<file path="src/rtl/tmr_pkg.sv">
package tmr_pkg;
  typedef enum logic [1:0] {
    REG_DIVHI  = 2'd0,
    REG_COUNT  = 2'd1,
    REG_RELOAD = 2'd2,
    REG_CTRL   = 2'd3
  } reg_sel_e;

  localparam int CTRL_W = 3;

  // divider bit whose falling edge advances the counter, per period code
  function automatic int tap_bit(input logic [1:0] code);
    case (code)
      2'd0:    return 9;
      2'd1:    return 3;
      2'd2:    return 5;
      default: return 7;
    endcase
  endfunction
endpackage

</file>
<file path="src/rtl/tmr_divider.sv">
module tmr_divider #(
  parameter int W = 16
) (
  input  logic         clk,
  input  logic         rst_n,
  input  logic         clr_i,
  output logic [W-1:0] div_o
);
  always_ff @(posedge clk or negedge rst_n) begin
    if (!rst_n)     div_o <= '0;
    else if (clr_i) div_o <= '0;
    else            div_o <= div_o + 1'b1;
  end
endmodule

</file>
<file path="src/rtl/tmr_tap_edge.sv">
module tmr_tap_edge #(
  parameter int W = 16
) (
  input  logic         clk,
  input  logic         rst_n,
  input  logic [W-1:0] div_i,
  input  logic [1:0]   sel_i,
  input  logic         en_i,
  output logic         fall_o
);
  logic [3:0] taps;
  logic       level, level_q;

  for (genvar g = 0; g < 4; g++) begin : g_tap
    localparam int B = tmr_pkg::tap_bit(2'(g));
    assign taps[g] = div_i[B];
  end

  assign level = taps[sel_i] & en_i;

  always_ff @(posedge clk or negedge rst_n) begin
    if (!rst_n) level_q <= 1'b0;
    else        level_q <= level;
  end

  assign fall_o = level_q & ~level;
endmodule

</file>
<file path="src/rtl/tmr_count.sv">
module tmr_count #(
  parameter int W = 8
) (
  input  logic         clk,
  input  logic         rst_n,
  input  logic         inc_i,
  input  logic         wr_cnt_i,
  input  logic         wr_rld_i,
  input  logic [W-1:0] wdata_i,
  output logic [W-1:0] cnt_o,
  output logic [W-1:0] rld_o,
  output logic         pend_o,
  output logic         irq_o
);
  always_ff @(posedge clk or negedge rst_n) begin
    if (!rst_n) begin
      cnt_o  <= '0;
      rld_o  <= '0;
      pend_o <= 1'b0;
      irq_o  <= 1'b0;
    end else begin
      irq_o <= 1'b0;
      if (wr_rld_i) rld_o <= wdata_i;
      if (wr_cnt_i) begin
        cnt_o  <= wdata_i;
        pend_o <= 1'b0;
      end else if (pend_o) begin
        cnt_o  <= rld_o;
        pend_o <= 1'b0;
        irq_o  <= 1'b1;
      end else if (inc_i) begin
        if (&cnt_o) begin
          cnt_o  <= '0;
          pend_o <= 1'b1;
        end else begin
          cnt_o <= cnt_o + 1'b1;
        end
      end
    end
  end
endmodule

</file>
<file path="src/rtl/tmr_unit.sv">
module tmr_unit #(
  parameter int DIV_W   = 16,
  parameter int CNT_W   = 8,
  parameter int SEQ_BIT = 12
) (
  input  logic             clk,
  input  logic             rst_n,
  input  logic             bus_we,
  input  logic [1:0]       bus_addr,
  input  logic [CNT_W-1:0] bus_wdata,
  output logic [CNT_W-1:0] bus_rdata,
  output logic             irq_o,
  output logic             seq_tap_o
);
  import tmr_pkg::*;

  localparam int CW = CTRL_W;

  logic [DIV_W-1:0] div_q;
  logic [CNT_W-1:0] cnt_q, rld_q;
  logic [CW-1:0]    ctrl_q;
  logic             pend_q, fall, wr_div, wr_cnt, wr_rld, wr_ctrl;

  assign wr_div  = bus_we && (bus_addr == REG_DIVHI);
  assign wr_cnt  = bus_we && (bus_addr == REG_COUNT);
  assign wr_rld  = bus_we && (bus_addr == REG_RELOAD);
  assign wr_ctrl = bus_we && (bus_addr == REG_CTRL);

  always_ff @(posedge clk or negedge rst_n) begin
    if (!rst_n)       ctrl_q <= '0;
    else if (wr_ctrl) ctrl_q <= bus_wdata[CW-1:0];
  end

  tmr_divider #(.W(DIV_W)) u_div (
    .clk(clk), .rst_n(rst_n), .clr_i(wr_div), .div_o(div_q)
  );

  tmr_tap_edge #(.W(DIV_W)) u_edge (
    .clk(clk), .rst_n(rst_n), .div_i(div_q), .sel_i(ctrl_q[1:0]),
    .en_i(ctrl_q[2]), .fall_o(fall)
  );

  tmr_count #(.W(CNT_W)) u_cnt (
    .clk(clk), .rst_n(rst_n), .inc_i(fall), .wr_cnt_i(wr_cnt),
    .wr_rld_i(wr_rld), .wdata_i(bus_wdata), .cnt_o(cnt_q),
    .rld_o(rld_q), .pend_o(pend_q), .irq_o(irq_o)
  );

  always_comb begin
    case (bus_addr)
      REG_DIVHI:  bus_rdata = div_q[DIV_W-1 -: CNT_W];
      REG_COUNT:  bus_rdata = cnt_q;
      REG_RELOAD: bus_rdata = rld_q;
      default:    bus_rdata = {{(CNT_W-CW){1'b1}}, ctrl_q};
    endcase
  end

  assign seq_tap_o = div_q[SEQ_BIT];
endmodule

</file>
<file path="config.mk">
export PLATFORM = sky130hd
export DESIGN_NAME = tmr_unit
export DESIGN_NICKNAME = d
export VERILOG_FILES = /design/src/rtl/tmr_pkg.sv /design/src/rtl/tmr_divider.sv /design/src/rtl/tmr_tap_edge.sv /design/src/rtl/tmr_count.sv /design/src/rtl/tmr_unit.sv
export SDC_FILE = /design/constraint.sdc
export NUM_CORES = 1
export LEC_CHECK = 0
export ABC_AREA = 1
export BUFFER_PORTS_ARGS = -buffer_cell sky130_fd_sc_hd__buf_2
export CAP_MARGIN = 10
export CORE_ASPECT_RATIO = 0.8
export CORE_MARGIN = 2
export CORE_UTILIZATION = 45
export CTS_CLUSTER_DIAMETER = 40
export DETAILED_ROUTE_END_ITERATION = 8
export GPL_TIMING_DRIVEN = 0
export PLACE_DENSITY = 0.71
export SLEW_MARGIN = 40
export SYNTH_ARGS = -nofsm -noshare
export SYNTH_HDL_FRONTEND = slang
export SYNTH_HIERARCHICAL = 1
export SYNTH_SLANG_ARGS = --single-unit
</file>
<file path="constraint.sdc">
create_clock -name clk -period 1.3 [get_ports clk]
set_input_delay 0.13 -clock clk [delete_from_list [all_inputs] [get_ports clk]]
set_output_delay 0.13 -clock clk [all_outputs]
set_load 0.1 [all_outputs]
</file>
==> After elaboration in Yosys (flattened, before gate mapping) <==
Index checks and enable logic that the tools add are counted.
{ "totals": {"regBits": 38, "output_inout_bits": 10} }
{ "classes": {"add_sub_neg": 2, "n_lt_le_gt_ge": 1, "eq_ne": 3, "mux": 14, "bitwise_logic": 3, "n_reduce_logical": 7} }
{ "op_table": {"columns": ["cell", "n"], "rows": [
  ["8-bit 2-to-1 mux", 4],
  ["8-bit one-hot mux with 3 select lines", 1],
  ["16-bit by 1-bit adder with 16-bit output, second input constant", 1],
  ["16-bit 2-to-1 mux", 1],
  ["8-bit by 1-bit adder with 8-bit output, second input constant", 1],
  ["8-bit AND reduction", 1],
  ["1-bit 2-to-1 mux", 7],
  ["2-bit equality test, second input constant", 2],
  ["1-bit logical AND", 4],
  ["2-bit by 3-bit less-than comparator with 1-bit output, second input constant", 1],
  ["3-bit nonzero test", 1],
  ["1-bit AND", 2],
  ["1-bit binary-select mux with 2-bit select", 1],
  ["2-bit by 1-bit equality test with 1-bit output, second input constant", 1],
  ["2-bit logical NOT", 1],
  ["1-bit inverter", 1]
]} }

==> Depth between registers and ports, before layout <==
{ "depth": {"depth_word": 8, "depth_mapped": 11, "ltp_nobuf": 10} }

==> By module <==
The synthesis kept the hierarchy.
{ "by_module_without_submodules": {"columns": ["mod", "instances", "cells_each", "area_per_inst_um2", "seq_area_each_um2"], "rows": [
  ["tmr_count", 1, 123, 1011.0, 450.4],
  ["tmr_divider", 1, 116, 867.1, 400.4],
  ["tmr_unit", 1, 59, 352.8, 75.1],
  ["tmr_tap_edge", 1, 17, 110.1, 25.0]
]} }

==> Worst setup path after synthesis <==
OpenSTA, ideal clock, no wires.
{ "synth_timing": {"path_type": "reg-to-output", "start": "register u_div.div_o[12]", "end": "output port bus_rdata[4]", "arrival_time_ps": 1765, "required_ps": 1170, "slack_ps": -595, "stages_incl_launch_ff": 3, "path_buffers": 0, "path_cell_list": "dfrtp_1 nand2_1 nand3_1"} }
{ "synth_between": {"elab_chain_len": 1} }
{ "synth_rtl": {"columns": ["element", "line", "rtl"], "rows": [
  ["start: declaration", "tmr_divider.sv:7", "output logic [W-1:0] div_o"],
  ["start signal: assignment", "tmr_divider.sv:12", "else div_o <= div_o + 1'b1;"],
  ["8-bit one-hot mux with 3 select lines", "tmr_unit.sv:50", "case (bus_addr)"],
  ["end: declaration", "tmr_unit.sv:11", "output logic [CNT_W-1:0] bus_rdata,"]
]} }
Every way passes these cells.

==> Worst setup path in the final report <==
{ "layout_timing": {"start": "register ctrl_q[1]", "end": "register u_edge.level_q"} }
{ "layout_between": {"elab_chain_len": 3} }
{ "layout_rtl": {"columns": ["element", "line", "rtl"], "rows": [
  ["start: declaration", "tmr_unit.sv:21", "logic [CW-1:0] ctrl_q;"],
  ["start signal: assignment", "tmr_unit.sv:31", "else if (wr_ctrl) ctrl_q <= bus_wdata[CW-1:0];"],
  ["1-bit binary-select mux with 2-bit select", "tmr_tap_edge.sv:19", "assign level = taps[sel_i] & en_i;"],
  ["1-bit 2-to-1 mux (not written as such)", "tmr_tap_edge.sv:19", null],
  ["1-bit AND", "tmr_tap_edge.sv:19", null],
  ["named net u_edge.level", "tmr_tap_edge.sv:12", "logic level, level_q;"],
  ["end signal: assignment", "tmr_tap_edge.sv:23", "else level_q <= level;"],
  ["end: declaration", "tmr_tap_edge.sv:12", null]
]} }
The timed path passes the listed nets, and every way through them passes these cells. The select of a mux whose other input is x is not followed.
A chain may end at the register's enable or synchronous reset.

==> results.toml <==
[outcome]
outcome = "complete, but fails checks"
violations = "negative setup slack"

[floorplan]
fp.coreArea_mm2 = 0.005007
fp.dieW_um = 84.64
placementRows = 23
starting_density_of_the_core = 0.4675
io_pins = 23
chipHeight_um = 68.51
die_area_mm2 = 0.005799

[power_and_ir_drop]
power_frac_comb = 0.425
p_seq_frac = 0.382
power_switching_mw = 1.763
power_density_mw_per_mm2 = 1391
power.leakage_nw = 1.481
clkPwrFrac = 0.193
max-vdd-ir-drop_mv = 1.011
internal-power_mw = 2.624
swShare = 0.4018

[synthesis]
count_of_cell_types_in_the_netlist = 34
async_reset_ff_frac = 1.000
postSynthAreaPerCell_um2 = 7.432
synth_fp_nets = 330
synth.cell_area_mm2 = 0.002341
cells_after_synth = 315
ys_ff_latch = 38
muxShareOfSynthArea = 0.01443
synth.yosys.warnings = 6
synth-main-ff-cell = "sky130_fd_sc_hd__dfrtp_1"
synth.yosys.seq_area_share = 0.4062
synth_top_family_by_area = "simple AND/OR/NAND/NOR gates"
synth-compound-area-share = 0.1181
synth-simple-area-share = 0.3405
post_synth_fa_ha_maj_area_fraction = 0.01069
synth_enable_flop_cells = 0
synth_xor_area_frac = 0.01497

[final_layout]
layout-drive-gt1-share = 0.3834
areaGrowthSynthToFinish_pct = 34.69
antenna_cells = 0
fin_nets = 387

[detailed_routing]
ant_nets = 0
via_count = 2207
drc_errors_left = 0
drt_iter0_markers = 130
viasPerCell = 5.074
postRouteWirelength_um = 5798
drt-wirelength-per-cell_um = 13.33
dr.pass1.iters = 4

[timing]
finalClockSkew_ns = 0.003016
slew_headroom = 0.6697
slew_violations = 0
fin_crit_sh = 1.186
timing.final.hold_violations = 0
worst_slew_pin_slew_ns = 0.4955
timing.fmax_ghz = 0.6485
layout_setup_ws_ns = -0.2420
finalHoldWorstSlack_ns = 0.04577
rsz_0062_raised_after_global_routing = "true"
final.setup.tns_ns = -1.780
finalSetupViolCount = 12
final.min_clock_period_ns = 1.542

[global_routing]
antenna_found_initial = 0
grt_pass1_vias = 2000
global_route_wire_length_before_repair_um = 9273
aggregate_global_routing_overflow = 0
grt_start_max_net_pins = 39
gr-usage-all-layers = 0.2090

[setup_path]
worst_setup_path_start_kind = "register"
worst-path-max-fanout = 4
critPathRequiredTime_ns = 1.53
timing.critical_path.slowest_stage_cell = "sky130_fd_sc_hd__dfrtp_1"
timing.reg2reg.setup_slack_ns = -0.24
worstPathCellList = "inv_1 -> nand3_2 -> buf_4 -> buf_4 -> buf_4 -> buf_4 -> buf_4 -> buf_4 -> a21boi_2"
crit_path_frequent_cell = "sky130_fd_sc_hd__buf_4"
cp-end-kind = "register"
crit_path_max_cell_delay_ns = 0.43
cp_data_arrival_time_ns = 1.77
criticalPathCategory = "register to register"

[clock_tree]
cts_tree = "done"
clock_sink_count = 38
cts.htree.levels = 2
clk_path_buf_depth = 2
clock_tree.root_cell = "sky130_fd_sc_hd__clkbuf_8"
clkLatencyLatePin_ns = 0.29
clk_pin_slew_ns = 0.07
cts_buffers = 5

[run]
cap_violations = 0

[placement]
pre_cts_ws_ns = -0.3627
buffers_added_on_ports = 21
gp_congestion = 0.8586
hpwl_um = 3910

[worst_hold_path]
hp-class = "input pin to register"
[worst max-delay path, delay by kind of cell (launching register included)]
family	cells	cell delay, ns
AOI/OAI and AO/OA	1	0.12
DFF	1	0.43
and+or+nand+nor	1	0.10
buffers and inverters	7	0.84
[synthesized netlist by cell type (2+ instances only)]
library cell	instances	area share
sky130_fd_sc_hd__nand4_1	4	0.011
sky130_fd_sc_hd__nor2_2	5	0.013
sky130_fd_sc_hd__a21oi_1	13	0.028
sky130_fd_sc_hd__nor2_4	4	0.019
sky130_fd_sc_hd__dfrtp_1	38	0.41
sky130_fd_sc_hd__nand3_2	3	0.013
sky130_fd_sc_hd__nand2_2	5	0.013
sky130_fd_sc_hd__nand3_1	23	0.049
sky130_fd_sc_hd__o21ai_1	4	0.0086
sky130_fd_sc_hd__nand2_4	2	0.0096
sky130_fd_sc_hd__a21oi_2	4	0.015
sky130_fd_sc_hd__buf_6	3	0.014
sky130_fd_sc_hd__nor3_1	4	0.0086
sky130_fd_sc_hd__inv_1	38	0.061
sky130_fd_sc_hd__mux2_2	3	0.014
sky130_fd_sc_hd__xor2_1	3	0.011
sky130_fd_sc_hd__ha_1	2	0.011
sky130_fd_sc_hd__inv_2	8	0.013
sky130_fd_sc_hd__o21bai_1	3	0.0096
sky130_fd_sc_hd__o21ai_0	17	0.036
sky130_fd_sc_hd__nor2_1	40	0.064
sky130_fd_sc_hd__nand2_1	76	0.12
sky130_fd_sc_hd__nand3b_1	2	0.0064
[layer usage]
layer	vias to the layer above	part of all wire	track usage
li1	1116	-	-
met1	1038	0.50	0.2896
met2	46	0.44	0.3199
met3	7	0.046	0.04762
met4	0	0.015	0.08730
met5	-	0	0
[power groups by stage]
stage	sequential (mW)	combinational [mW]	clock, mW
after global routing	1.71	2.03	0.927
final	1.68	1.86	0.847
after CTS	1.67	1.68	0.875
after floorplan	1.62	1.11	0
after global placement	1.70	1.31	0
after detailed placement	1.70	1.34	0
[cell usage in the layout (no fill, tap or decap), drive strengths merged]
master,n
xnor2,1
nand4,4
a21boi,1
nor2,50
nand2,83
clkbuf,8
a22oi,1
inv,46
dfrtp,38
a21oi,17
nor3,4
nand3b,2
dlygate4sd3,1
or2,1
xor2,3
o21bai,4
a31oi,1
nand3,26
o21ai,21
mux2,3
buf,54
o211ai,1
ha,2
clkinv,1
[flip-flops by register name, summed over array words and instances (netlist names)]
register,cells
u_cnt/pend_o,1
ctrl_q,3
u_div/div_o,16
u_edge/level_q,1
u_cnt/cnt_o,8
u_cnt/rld_o,8
u_cnt/irq_o,1
[path summary, 6_finish.rpt]
kind | to | cells past startpoint | from
worst min-delay path | u_cnt/rld_o[7] | 3 | bus_wdata[7]
worst max-delay path | u_edge/level_q | 9 | ctrl_q[1]
min in group asynchronous | u_div/div_o[14] | 2 | rst_n
worst min register to register | u_div/div_o[4] | 2 | u_div/div_o[4]
worst max register to register | u_edge/level_q | 9 | ctrl_q[1]
max in group asynchronous | u_div/div_o[12] | 2 | rst_n
[layout make-up]
| type | count | area, µm² |
|---|---|---|
| fill | 440 | 1854 |
| timing repair buffer | 50 | 441.7 |
| multi-input combinational | 225 | 1344 |
| clock inverter | 1 | 5.005 |
| buffer | 6 | 65.06 |
| tap | 62 | 77.57 |
| sequential | 38 | 960.9 |
| clock buffer | 7 | 86.33 |
| inverter | 46 | 172.7 |
[per-stage QoR]
step	utilization	total power, mW	std cells	area [µm²]
global route	0.6297	4.666	435	3153
CTS	0.5940	4.222	427	2974
floorplan	-	2.734	315	2385
finish	0.6297	4.387	435	3153
global placement	0.5127	3.008	398	2567
detailed placement	0.5132	3.037	398	2570
[what timing repair did]
| item | in CTS | in global routing |
|---|---|---|
| setup endpoints to repair | 25 | 28 |
| resized for setup | 41 | 43 |
| endpoints found under the hold margin | 38 | 0 |
| pin swaps | 9 | 16 |
| setup buffers | 19 | 10 |
| cloned | 1 | 0 |
| hold buffers | 1 | 0 |
[kinds of logic (layout without fill, tap and decap cells)]
| kind of cell | Yosys count | after routing |
|---|---|---|
| buf+inv | 52 | 110 |
| xor+xnor | 4 | 4 |
| mux | 3 | 3 |
| flops | 38 | 38 |
| compound gates | 46 | 46 |
| simple gates | 170 | 170 |
| fa+ha+maj | 2 | 2 |
Note: power is estimated with default switching activity, not from simulation.
